File: config.mk
export PLATFORM = sky130hd
export DESIGN_NAME = pwd_watchdog
export DESIGN_NICKNAME = d
export VERILOG_FILES = /design/src/rtl/wdt_pkg.sv /design/src/rtl/wdt_ctrl_reg.sv /design/src/rtl/wdt_counter.sv /design/src/rtl/wdt_event.sv /design/src/rtl/pwd_watchdog.sv
export SDC_FILE = /design/constraint.sdc
export NUM_CORES = 1
export LEC_CHECK = 0
export BUFFER_PORTS_ARGS = -buffer_cell sky130_fd_sc_hd__buf_2
export CORE_ASPECT_RATIO = 0.8
export CORE_MARGIN = 4
export CORE_UTILIZATION = 41
export DETAILED_ROUTE_END_ITERATION = 6
export HOLD_SLACK_MARGIN = 0.02
export PLACE_DENSITY_LB_ADDON = 0.15
export SYNTH_ARGS = -nofsm -noshare
export SYNTH_HDL_FRONTEND = slang
export SYNTH_SLANG_ARGS = --single-unit
File: constraint.sdc
create_clock -name clk -period 3.55 [get_ports clk]
set_input_delay 0.5325 -clock clk [delete_from_list [all_inputs] [get_ports clk]]
set_output_delay 0.5325 -clock clk [all_outputs]
set_load 0.05 [all_outputs]
File: src/rtl/wdt_pkg.sv
package wdt_pkg;

  localparam int REG_W = 16;
  localparam int KEY_W = 8;

  localparam int B_HOLD = 7;
  localparam int B_EDGE = 6;
  localparam int B_PEN  = 5;
  localparam int B_MODE = 4;
  localparam int B_CLR  = 3;
  localparam int B_CSEL = 2;

  typedef struct packed {
    logic       hold;
    logic       edge_sel;
    logic       pin_en;
    logic       itv_mode;
    logic       clk_sel;
    logic [1:0] isel;
  } wdt_ctrl_t;

  function automatic logic [7:0] ctrl_to_byte(input wdt_ctrl_t c);
    logic [7:0] b;
    b         = '0;
    b[B_HOLD] = c.hold;
    b[B_EDGE] = c.edge_sel;
    b[B_PEN]  = c.pin_en;
    b[B_MODE] = c.itv_mode;
    b[B_CSEL] = c.clk_sel;
    b[1:0]    = c.isel;
    return b;
  endfunction

  function automatic wdt_ctrl_t byte_to_ctrl(input logic [7:0] b);
    wdt_ctrl_t c;
    c.hold     = b[B_HOLD];
    c.edge_sel = b[B_EDGE];
    c.pin_en   = b[B_PEN];
    c.itv_mode = b[B_MODE];
    c.clk_sel  = b[B_CSEL];
    c.isel     = b[1:0];
    return c;
  endfunction

endpackage

File: src/rtl/wdt_ctrl_reg.sv
module wdt_ctrl_reg
  import wdt_pkg::*;
#(
  parameter logic [KEY_W-1:0] WR_KEY = 8'h5A
) (
  input  logic             clk,
  input  logic             rst,
  input  logic             wr_en,
  input  logic [REG_W-1:0] wdata,
  output wdt_ctrl_t        ctrl_q,
  output logic             clr_now,
  output logic             bad_key
);

  logic key_ok;

  always_comb begin
    key_ok  = (wdata[REG_W-1 -: KEY_W] == WR_KEY);
    bad_key = wr_en && !key_ok;
    clr_now = wr_en && key_ok && wdata[B_CLR];
  end

  always_ff @(posedge clk) begin
    if (rst) begin
      ctrl_q <= '0;
    end else if (wr_en && key_ok) begin
      ctrl_q <= byte_to_ctrl(wdata[7:0]);
    end
  end

endmodule

File: src/rtl/wdt_counter.sv
module wdt_counter #(
  parameter int CW  = 16,
  parameter int TC0 = 32768,
  parameter int TC1 = 8192,
  parameter int TC2 = 512,
  parameter int TC3 = 64
) (
  input  logic          clk,
  input  logic          rst,
  input  logic          run,
  input  logic          clr,
  input  logic [1:0]    isel,
  output logic [CW-1:0] cnt_q,
  output logic          expire
);

  logic [CW-1:0] last;

  always_comb begin
    unique case (isel)
      2'd0:    last = CW'(TC0 - 1);
      2'd1:    last = CW'(TC1 - 1);
      2'd2:    last = CW'(TC2 - 1);
      default: last = CW'(TC3 - 1);
    endcase
    expire = run && !clr && (cnt_q >= last);
  end

  always_ff @(posedge clk) begin
    if (rst || clr || expire) begin
      cnt_q <= '0;
    end else if (run) begin
      cnt_q <= cnt_q + 1'b1;
    end
  end

endmodule

File: src/rtl/wdt_event.sv
module wdt_event (
  input  logic clk,
  input  logic rst,
  input  logic bad_key,
  input  logic expire,
  input  logic itv_mode,
  output logic rst_req,
  output logic ivl_tick
);

  always_ff @(posedge clk) begin
    if (rst) begin
      rst_req  <= 1'b0;
      ivl_tick <= 1'b0;
    end else begin
      rst_req  <= bad_key || (expire && !itv_mode);
      ivl_tick <= expire && itv_mode;
    end
  end

endmodule

File: src/rtl/pwd_watchdog.sv
module pwd_watchdog
  import wdt_pkg::*;
#(
  parameter int               CW     = 16,
  parameter logic [KEY_W-1:0] WR_KEY = 8'h5A,
  parameter logic [KEY_W-1:0] RD_KEY = 8'h69,
  parameter int               TC0    = 32768,
  parameter int               TC1    = 8192,
  parameter int               TC2    = 512,
  parameter int               TC3    = 64
) (
  input  logic        clk,
  input  logic        rst,
  input  logic        bus_sel,
  input  logic        bus_we,
  input  logic [15:0] bus_wdata,
  output logic [15:0] bus_rdata,
  output logic        rst_req,
  output logic        ivl_tick
);

  wdt_ctrl_t     ctrl_q;
  logic          clr_now;
  logic          bad_key;
  logic          expire;
  logic [CW-1:0] cnt_q;
  logic          wr_en;
  logic          rd_en;

  assign wr_en = bus_sel && bus_we;
  assign rd_en = bus_sel && !bus_we;

  wdt_ctrl_reg #(.WR_KEY(WR_KEY)) u_reg (
    .clk     (clk),
    .rst     (rst),
    .wr_en   (wr_en),
    .wdata   (bus_wdata),
    .ctrl_q  (ctrl_q),
    .clr_now (clr_now),
    .bad_key (bad_key)
  );

  wdt_counter #(
    .CW(CW), .TC0(TC0), .TC1(TC1), .TC2(TC2), .TC3(TC3)
  ) u_cnt (
    .clk    (clk),
    .rst    (rst),
    .run    (!ctrl_q.hold),
    .clr    (clr_now),
    .isel   (ctrl_q.isel),
    .cnt_q  (cnt_q),
    .expire (expire)
  );

  wdt_event u_evt (
    .clk      (clk),
    .rst      (rst),
    .bad_key  (bad_key),
    .expire   (expire),
    .itv_mode (ctrl_q.itv_mode),
    .rst_req  (rst_req),
    .ivl_tick (ivl_tick)
  );

  always_ff @(posedge clk) begin
    if (rst || !rd_en) begin
      bus_rdata <= '0;
    end else begin
      bus_rdata <= {RD_KEY, ctrl_to_byte(ctrl_q)};
    end
  end

endmodule

Word level (Yosys, flattened, before mapping)
Index checks and enable logic that the tools add are counted.
{ "word_totals": {"in_bits": 20, "wordCells": 38, "out_inout_bits": 18, "ff_bits": 41} }
{ "classes": {"add_sub_neg": 1, "n_eq_ne": 3, "muxes": 2, "n_reduce_logical": 20, "magnitude_cmp": 1} }
{ "op_table": {"columns": ["op", "n"], "rows": [
  ["one-hot mux 15 bit (3 select lines)", 1],
  ["adder 16 x 1 -> 16 bit, second input constant", 1],
  [">= comparator 16 x 15 -> 1 bit", 1],
  ["two-way mux 15 bit", 1],
  ["logical AND 1 bit", 9],
  ["== test 8 x 7 -> 1 bit, second input constant", 1],
  ["zero test 1 bit", 6],
  ["logical OR 1 bit", 4],
  ["== test 2 x 1 -> 1 bit, second input constant", 1],
  ["== test 2 bit, second input constant", 1],
  ["zero test 2 bit", 1]
]} }

Longest topological paths before layout
Gate-level depths: netlist (run 1).
{ "logic_depth": {"ltp_word": 8, "mapped_depth": 8} }

Hierarchy
A second synthesis (run 1) with hierarchy kept.
{ "hier_totals": {"cells_unflattened": 186, "hier_area_um2": 1866.8} }
{ "by_module_without_submodules": {"columns": ["module", "n_inst", "cells_each", "area_each_um2"], "rows": [
  ["wdt_counter", 1, 117, 1107.3],
  ["wdt_ctrl_reg", 1, 35, 362.8],
  ["pwd_watchdog", 1, 27, 330.3],
  ["wdt_event", 1, 7, 66.3]
]} }

Worst setup path after synthesis (run 1)
OpenSTA, ideal clock, no wires.
{ "synth_path": {"kind": "flip-flop to flip-flop", "from": "register u_reg.ctrl_q[0] (netlist name)", "to": "register u_evt.rst_req", "required_ps": 3433, "slack_ps": 1571, "period_less_slack_ps": 1979, "t_arrival_ps": 1861, "path_stages_with_launch": 7, "cell_sequence": "dfxtp_1 > or2_2 > ha_1 > a21o_1 > a221oi_4 > a21oi_4 > a32o_2"} }
{ "synth_via": {"elab_chain_len": 6, "elab_cells_between_ends": 8, "classes_between": "order compare (1); eq/ne (2); mux (1); reduce/logical (4)"} }
{ "synth_lines": {"columns": ["item", "line", "rtl"], "rows": [
  ["== test 2 bit (tied with other cells)", "wdt_counter.sv:20", "unique case (isel)"],
  ["one-hot mux 15 bit (3 select lines) *", "wdt_counter.sv:20", null],
  [">= comparator 16 x 15 -> 1 bit *", "wdt_counter.sv:26", "expire = run && !clr && (cnt_q >= last);"],
  ["logical AND 1 bit *", "wdt_counter.sv:26", null],
  ["logical AND 1 bit *", "wdt_event.sv:16", "rst_req <= bad_key || (expire && !itv_mode);"],
  ["logical OR 1 bit *", "wdt_event.sv:16", null],
  ["to (signal assigned)", "wdt_event.sv:16", null],
  ["to (decl)", "wdt_event.sv:7", "output logic rst_req,"]
]} }
Every way passes the cells marked *; elsewhere a longest branch is shown, timed or not.
A chain may end at the register's enable or synchronous reset.

Worst setup path in the final report (run 1)
{ "layout_path": {"from": "register u_reg.ctrl_q[1] (netlist name)", "to": "register u_evt.rst_req"} }
{ "layout_via": {"elab_chain_len": 6, "elab_cells_between_ends": 8, "classes_between": "order compare (1); eq/ne (2); mux (1); reduce/logical (4)"} }
{ "layout_lines": {"columns": ["item", "line"], "rows": [
  ["== test 2 bit (tied with other cells)", "wdt_counter.sv:20"],
  ["one-hot mux 15 bit (3 select lines) *", "wdt_counter.sv:20"],
  [">= comparator 16 x 15 -> 1 bit *", "wdt_counter.sv:26"],
  ["logical AND 1 bit *", "wdt_counter.sv:26"],
  ["logical AND 1 bit *", "wdt_event.sv:16"],
  ["logical OR 1 bit *", "wdt_event.sv:16"]
]} }
Marks and branches as above.

==> flow_summary.ini, run 1 <==
[synth]
netlist_instances = 165
synth-edff-count = 0
yosysWarningCount = 0
seq_area_frac_synth_pct = 38.77
yosys_most_used_dff = dfxtp_1
synth_top_cell_area_share_pct = 38.77
yosysTopAreaCell = dfxtp_1
ys_seq_elements = 33
netlist_area_um2 = 1704
avgSynthCellArea_um2 = 10.33
synth.distinct_cells = 38
yosys-top-cells-area = dfxtp_1 (39%), ha_1 (7.3%), nor3_2 (5.9%)
ys_async_sr_fraction_pct = 0

[critical_path]
crit_type = reg2reg
critical_path_arrival_ns = 2.63
end_kind = flip-flop
critPathMaxStageDelay_ns = 0.52
r2r_cells = 7
slowest_stage = a21oi_4
start_kind = flip-flop
path_cells = or2_2 -> ha_1 -> nand4b_4 -> nor2_4 -> nand4_4 -> a21oi_4 -> a32o_2
critPathRequiredTime_ns = 3.77
crit_fanout = 15

[global_route]
grt_first_pass_wirelength_um = 5133
antenna_found_initial = 0
grt_usage_pct = 12.80
grt_max_degree = 17
overflow = 0
grt_pass1_vias = 1156

[sta]
max_freq_mhz = 416.3
max_slew.worst_pin.slew_ns = 0.8571
post-route-period-util_pct = 67.67
slew_headroom_pct = 42.74
grt_setup_unrepaired = false
hold_viol = 0
tns_ns = 0
fin_crit_ns = 2.402
drv_slew = 0
fin_worst_skew_ns = 0.006906
setup_violations = 0
fin_ws_ns = 1.148
finalHoldWorstSlack_ns = 0.4536

[run_status]
status = completed

[cts]
cts_buffers = 5
numClockSinks = 33
clk-insertion-delay-late_ns = 0.28
cts_tree = built
hold_buffers = 0
htree_levels = 2
post_cts_buffers = 0
ctsResizeCount = 0
clk_path_buf_depth = 2
cts-root-buf = clkbuf_8
clk_pin_slew_ns = 0.06

[power_and_ir_drop]
total_leakage_power_nw = 0.9127
pwr-share-seq_pct = 47.8
p_comb_share_pct = 6.5
peakVddDrop_v = 0.0002138
p_int_w = 0.0006189
pwr-share-clk_pct = 45.7
swShare_pct = 21.57
power_density_nw_per_um2 = 401.7
switchingPower_w = 0.0001702

[detailed_routing]
vias = 1218
drt_iter0_drc = 48
drcViolationCount = 0
wl_per_cell_um = 12.42
ant_nets = 0
drt_pass1_iterations = 4
drt_wl_total_um = 3105
via_per_inst = 4.872

[worst_hold_path]
hold-path-cell-count = 1
hold_path.class = reg2reg

[floorplan]
io_pins = 38
die_height_um = 65.67
fp.dieW_um = 80.08
rows = 20
die_area_um2 = 5258
core_area_um2 = 3904
initial_core_util_pct = 43.65

[layout]
syn2layout_area_growth_pct = 15.27
nNetsFinal = 224
final_common_cell = dfxtp_1
drive_gt1_share_pct = 31.79
fillers = 362
n_antenna_cell = 0
final_cell_mix = dfxtp_1 (33), buf_2 (32), nor2_1 (12)

[placement]
gp_congestion = 0.7913
preCtsSetupSlack_ns = 1.144
portBuffers = 32
post-dp-hpwl_um = 2422

[job]
maxCapViolations = 0
[power by group through the flow]
stage / clock, W / sequential, W / combinational [W]
after floorplan: 0 / 0.000388 / 0.0000389
after global placement: 0 / 0.000385 / 0.0000510
after detailed placement: 0 / 0.000386 / 0.0000512
after CTS: 0.000371 / 0.000377 / 0.0000514
after global routing: 0.000392 / 0.000378 / 0.0000552
final: 0.000361 / 0.000377 / 0.0000512
[cells by family after synthesis]
kind of cell | Yosys count | synth area share (%)
muxes | 7 | 4.112
other | 1 | 0.2201
xor gates and xnor gates | 13 | 6.681
and+or+nand+nor | 72 | 29.15
AOI/OAI and AO/OA | 14 | 7.636
DFF | 33 | 38.77
buffers and inverters | 15 | 6.094
adders and majority gates | 10 | 7.342
[Yosys cell counts (all sizes together), types with 3 or more instances]
library cell / n
a21oi: 6
nand2: 9
nand4b: 3
dfxtp: 33
nand3: 5
and3: 5
nor3: 13
mux2i: 7
ha: 10
nand4: 6
xnor2: 5
and2: 10
xor2: 8
buf: 12
nor2: 14
a21o: 3
[worst max-delay path: cells and delay by family (launching register included)]
family | cells | cell delay, ns
AO/OA/AOI/OAI | 2 | 0.78
adder cells (fa/ha/maj) | 1 | 0.38
flip-flops | 1 | 0.38
AND/OR/NAND/NOR | 4 | 0.80
[registers in the layout, indices dropped and copies added (netlist names)]
| register | cells |
|---|---|
| u_evt.ivl_tick | 1 |
| bus_rdata | 8 |
| u_cnt.cnt_q | 16 |
| u_evt.rst_req | 1 |
| u_reg.ctrl_q | 7 |
[worst paths after layout]
kind                         from       endpoint  slack (ns)
hold reg to reg   u_reg.ctrl_q[2]   bus_rdata[2]        0.45
hold / removal    u_reg.ctrl_q[2]   bus_rdata[2]        0.45
setup / recovery  u_reg.ctrl_q[1]  u_evt.rst_req        1.15
setup reg to reg  u_reg.ctrl_q[1]  u_evt.rst_req        1.15
[final cells by class]
type	instances	area [µm²]	share of cell area, %
tap	55	68.82	3.503
inverter	1	3.754	0.1911
multi-input combinational	121	954.7	48.60
clock inverter	1	30.03	1.529
timing repair buffer	32	160.2	8.153
sequential	33	660.6	33.63
clock buffer	7	86.33	4.395
[routing by layer]
layer | global-route usage (%) | wire, µm
met3 | 4.384 | 187
met4 | 6.118 | 50
met2 | 18.39 | 1361
met1 | 17.06 | 1505
met5 | 0 | 0
[metrics by stage]
| stage | area (µm²) | instances | power (W) | util, % |
|---|---|---|---|---|
| final | 1964 | 250 | 0.0007891 | 50.32 |
| after global placement | 1848 | 242 | 0.0004364 | 47.34 |
| after global routing | 1964 | 250 | 0.0008250 | 50.32 |
| after floorplan | 1719 | 169 | 0.0004272 | - |
| after CTS | 1964 | 250 | 0.0007999 | 50.32 |
| after detailed placement | 1848 | 242 | 0.0004369 | 47.34 |
No activity file was read; power rests on OpenSTA's default activity.
==> run 2, diff against run 1 <==
Clock period 3.55 ns to 2.1 ns, I/O delays scaled along.
==> flow_summary.ini, run 2 (synthesis gave the netlist of run 1 again) <==
[sta]
fin_crit_ns = 1.969
hold_viol = 0
max_freq_mhz = 507.8
tns_ns = 0
setup_violations = 0
fin_worst_skew_ns = 0.007478
drv_slew = 0
finalHoldWorstSlack_ns = 0.2786
grt_setup_unrepaired = false
post-route-period-util_pct = 93.78

[global_route]
grt_max_degree = 17
grt_first_pass_wirelength_um = 5616
grt_usage_pct = 13.62
antenna_found_initial = 0
overflow = 0
grt_pass1_vias = 1232

[critical_path]
crit_type = reg2reg
timing.rr.end = u_cnt.cnt_q[5]
critical_path_arrival_ns = 2.13
r2r_slack_ns = 0.13
r2r_cells = 8
timing.rr.start = u_reg.ctrl_q[0]
start_kind = flip-flop
end_kind = flip-flop
critPathRequiredTime_ns = 2.26
crit_fanout = 13

[detailed_routing]
drt_wl_total_um = 3238
via_per_inst = 4.769
wl_per_cell_um = 12.70
drcViolationCount = 0
ant_nets = 0
drt_pass1_iterations = 4
drt_iter0_drc = 52
vias = 1216

[layout]
largest_register = u_cnt.cnt_q
final_util_pct = 52.24
reg_top3 = u_cnt.cnt_q (16), bus_rdata (8), u_reg.ctrl_q (7)
final_cell_mix = dfxtp_1 (33), buf_2 (32), nor2_1 (12)
nNetsFinal = 229
final_common_cell = dfxtp_1
syn2layout_area_growth_pct = 19.68
drive_gt1_share_pct = 34.50
fillers = 380
stdcell_count = 255
largest_register_ffs = 16
n_antenna_cell = 0

[cts]
clk_path_buf_depth = 2
cts-root-buf = clkbuf_8
hold_buffers = 0
cts_tree = built
clk-insertion-delay-late_ns = 0.28
clk_pin_slew_ns = 0.07
ctsResizeCount = 0
numClockSinks = 33
post_cts_buffers = 0
cts_buffers = 5
htree_levels = 2

[power_and_ir_drop]
power_density_nw_per_um2 = 655.7
peakVddDrop_v = 0.0004678
total_leakage_power_nw = 0.9351

[floorplan]
io_pins = 38
rows = 20
core_area_um2 = 3904
die_area_um2 = 5258
fp.dieW_um = 80.08
initial_core_util_pct = 43.65
die_height_um = 65.67

[placement]
post-dp-hpwl_um = 2490
place_inst = 247
gp_congestion = 0.7823
portBuffers = 32

[worst_hold_path]
whs_endpoint = u_reg.ctrl_q[5]
hold_path.class = in2reg
hold-path-cell-count = 3
worstHoldStart = bus_wdata[6]

[run_status]
status = completed

[job]
maxCapViolations = 0
-- run 2: worst max-delay path, cell delays in order, from the launching register on --
cell and delay [ns]:
dfxtp_1 0.32, or2_2 0.35, ha_4 0.30, nand4b_4 0.13
nor2_4 0.16, nand4_4 0.16, a21oi_4 0.20, buf_12 0.17
nor3_1 0.06
-- run 2: routing by layer --
layer / part of all wire [%] / vias to the layer above / global-route usage [%]
met5: 0 / - / 0
met4: 0.31 / 0 / 3.165
met3: 5.3 / 2 / 4.247
met2: 45 / 29 / 21.07
met1: 49 / 553 / 18.49
li1: - / 632 / -
-- run 2: how the worst max path moves through the flow --
stage / endpoint / depth (start not counted) / slack (ns) / startpoint
after CTS: u_cnt.cnt_q[5] / 8 / 0.04 / u_reg.ctrl_q[0]
after floorplan: u_evt.rst_req / 6 / 0.12 / u_reg.ctrl_q[0]
after global routing: u_cnt.cnt_q[2] / 7 / 0.03 / u_reg.ctrl_q[0]
final: u_cnt.cnt_q[5] / 8 / 0.13 / u_reg.ctrl_q[0]
after global placement: u_cnt.cnt_q[2] / 7 / 0.10 / u_reg.ctrl_q[0]
after detailed placement: u_cnt.cnt_q[5] / 8 / 0.05 / u_reg.ctrl_q[0]
-- run 2: cell type report --
type	instances	area, µm²	area share, %
Sequential cell	33	660.6	32.39
Inverter	1	3.754	0.1840
Tap cell	55	68.82	3.374
Clock buffer	7	86.33	4.233
Multi-Input combinational cell	121	979.7	48.04
Clock inverter	1	30.03	1.472
Timing Repair Buffer	37	210.2	10.31
-- run 2: per-stage QoR --
step           power [W]  instance area (µm²)  worst slack (ns)
2_1_floorplan  0.0007222                 1719            0.1213
3_3_place_gp   0.0007388                 1898            0.1018
3_5_place_dp   0.0007396                 1898           0.04513
4_1_cts         0.001353                 2014           0.03782
5_1_grt         0.001388                 2039           0.02956
6_report        0.001337                 2039            0.1307
-- run 2: power breakdown --
group          leakage [nW]  switching (W)  internal [W]   total, W
Clock                0.0585       0.000225      0.000387   0.000612
Combinational         0.610      0.0000596     0.0000280  0.0000876
Sequential            0.267     0.00000550      0.000632   0.000638
==> run 3, diff against run 2 <==
Settings changed: MAX_ROUTING_LAYER set to met4.
==> flow_summary.ini, run 3 (synthesis gave the netlist of run 1 again) <==
[run_status]
status = completed

[sta]
fin_crit_ns = 1.969
hold_viol = 0
post-route-period-util_pct = 93.75
tns_ns = 0
grt_setup_unrepaired = false
drv_slew = 0
setup_violations = 0
max_freq_mhz = 507.9
fin_worst_skew_ns = 0.007327
finalHoldWorstSlack_ns = 0.2758

[floorplan]
rows = 20
die_height_um = 65.67
io_pins = 38
die_area_um2 = 5258
core_area_um2 = 3904
initial_core_util_pct = 43.65
fp.dieW_um = 80.08

[global_route]
grt_first_pass_wirelength_um = 5609
grt_usage_pct = 13.98
overflow = 0
grt_pass1_vias = 1233
grt_max_degree = 17
antenna_found_initial = 0

[cts]
numClockSinks = 33
clk-insertion-delay-late_ns = 0.28
cts_buffers = 5
post_cts_buffers = 0
clk_pin_slew_ns = 0.07
clk_path_buf_depth = 2
cts-root-buf = clkbuf_8
cts_tree = built
htree_levels = 2
hold_buffers = 0

[layout]
final_cell_mix = dfxtp_1 (33), buf_2 (32), nor2_1 (12)
n_antenna_cell = 0
largest_register = u_cnt.cnt_q
postLayoutCellArea_um2 = 2039
stdcell_count = 255
fillers = 380
drive_gt1_share_pct = 34.50
syn2layout_area_growth_pct = 19.68
final_common_cell = dfxtp_1
largest_register_ffs = 16
reg_top3 = u_cnt.cnt_q (16), bus_rdata (8), u_reg.ctrl_q (7)
nNetsFinal = 229

[placement]
gp_congestion = 0.7931
place_inst = 247
post-dp-hpwl_um = 2490
portBuffers = 32
placed_area_um2 = 1898

[detailed_routing]
drt_pass1_iterations = 4
drt_iter0_drc = 52
drt_wl_total_um = 3237
vias = 1216
via_per_inst = 4.769
ant_nets = 0
drcViolationCount = 0
wl_per_cell_um = 12.69

[power_and_ir_drop]
power_density_nw_per_um2 = 657.0
pwr-share-clk_pct = 45.9
switchingPower_w = 0.0002928
peakVddDrop_v = 0.0004695
swShare_pct = 21.85
pwr-share-seq_pct = 47.6
p_int_w = 0.001047
p_comb_share_pct = 6.5
total_leakage_power_nw = 0.9351

[critical_path]
critical_path_arrival_ns = 2.13
r2r_slack_ns = 0.13
end_kind = flip-flop
start_kind = flip-flop
crit_type = reg2reg
crit_fanout = 13
critPathRequiredTime_ns = 2.26

[worst_hold_path]
hold_path.class = in2reg

[job]
maxCapViolations = 0
==> run 3: cell counts in the layout (fill, tap and decap cells not counted) <==
No cell type changed its count.
==> run 3: timing repair <==
| action | 4_1_cts | 5_1_grt |
|---|---|---|
| resized for setup | 0 | 2 |
| endpoints found under the hold margin | 0 | 0 |
| endpoints found under the setup margin | 0 | 15 |
==> run 3: worst paths after layout <==
path	startpoint	end	cells after the start
worst max-delay path	u_reg.ctrl_q[0]	u_cnt.cnt_q[5]	8
worst min register to register	u_reg.ctrl_q[2]	bus_rdata[2]	1
worst max register to register	u_reg.ctrl_q[0]	u_cnt.cnt_q[5]	8
worst min-delay path	bus_wdata[6]	u_reg.ctrl_q[5]	3
==> run 3: routing by layer <==
metal,vias up,global-route usage [%],wire length (µm)
met4,0,3.165,10
li1,632,-,-
met1,554,18.57,1572
met2,28,21.07,1485
met3,2,4.110,169
met5,-,-,0
==> run 3: layout make-up <==
class / count / area, µm² / share of cell area, %
well taps: 55 / 68.82 / 3.374
clock inverters: 1 / 30.03 / 1.472
repair buffers: 37 / 210.2 / 10.31
clock buffers: 7 / 86.33 / 4.233
inverters: 1 / 3.754 / 0.1840
multi-input cells: 121 / 979.7 / 48.04
flip-flops and latches: 33 / 660.6 / 32.39
==> run 3: stage by stage <==
step                      utilization [%]  worst slack, ns  total power (W)
after floorplan                         -           0.1213        0.0007222
after global placement              48.62           0.1018        0.0007388
after detailed placement            48.62          0.04513        0.0007396
after CTS                           51.60          0.03782         0.001353
after global routing                52.24          0.02956         0.001388
final                               52.24           0.1312         0.001340
==> run 3: power by group through the flow <==
stage	sequential, W	combinational, W	clock [W]
global route	0.000638	0.0000948	0.000655
global placement	0.000652	0.0000873	0
floorplan	0.000656	0.0000658	0
detailed placement	0.000652	0.0000877	0
finish	0.000638	0.0000873	0.000615
CTS	0.000638	0.0000883	0.000627
==> run 3: critical path, stage by stage, from the launching register on <==
cell and delay [ns]:
dfxtp_1 0.32, or2_2 0.35, ha_4 0.30, nand4b_4 0.13
nor2_4 0.16, nand4_4 0.16, a21oi_4 0.20, buf_12 0.17
nor3_1 0.06
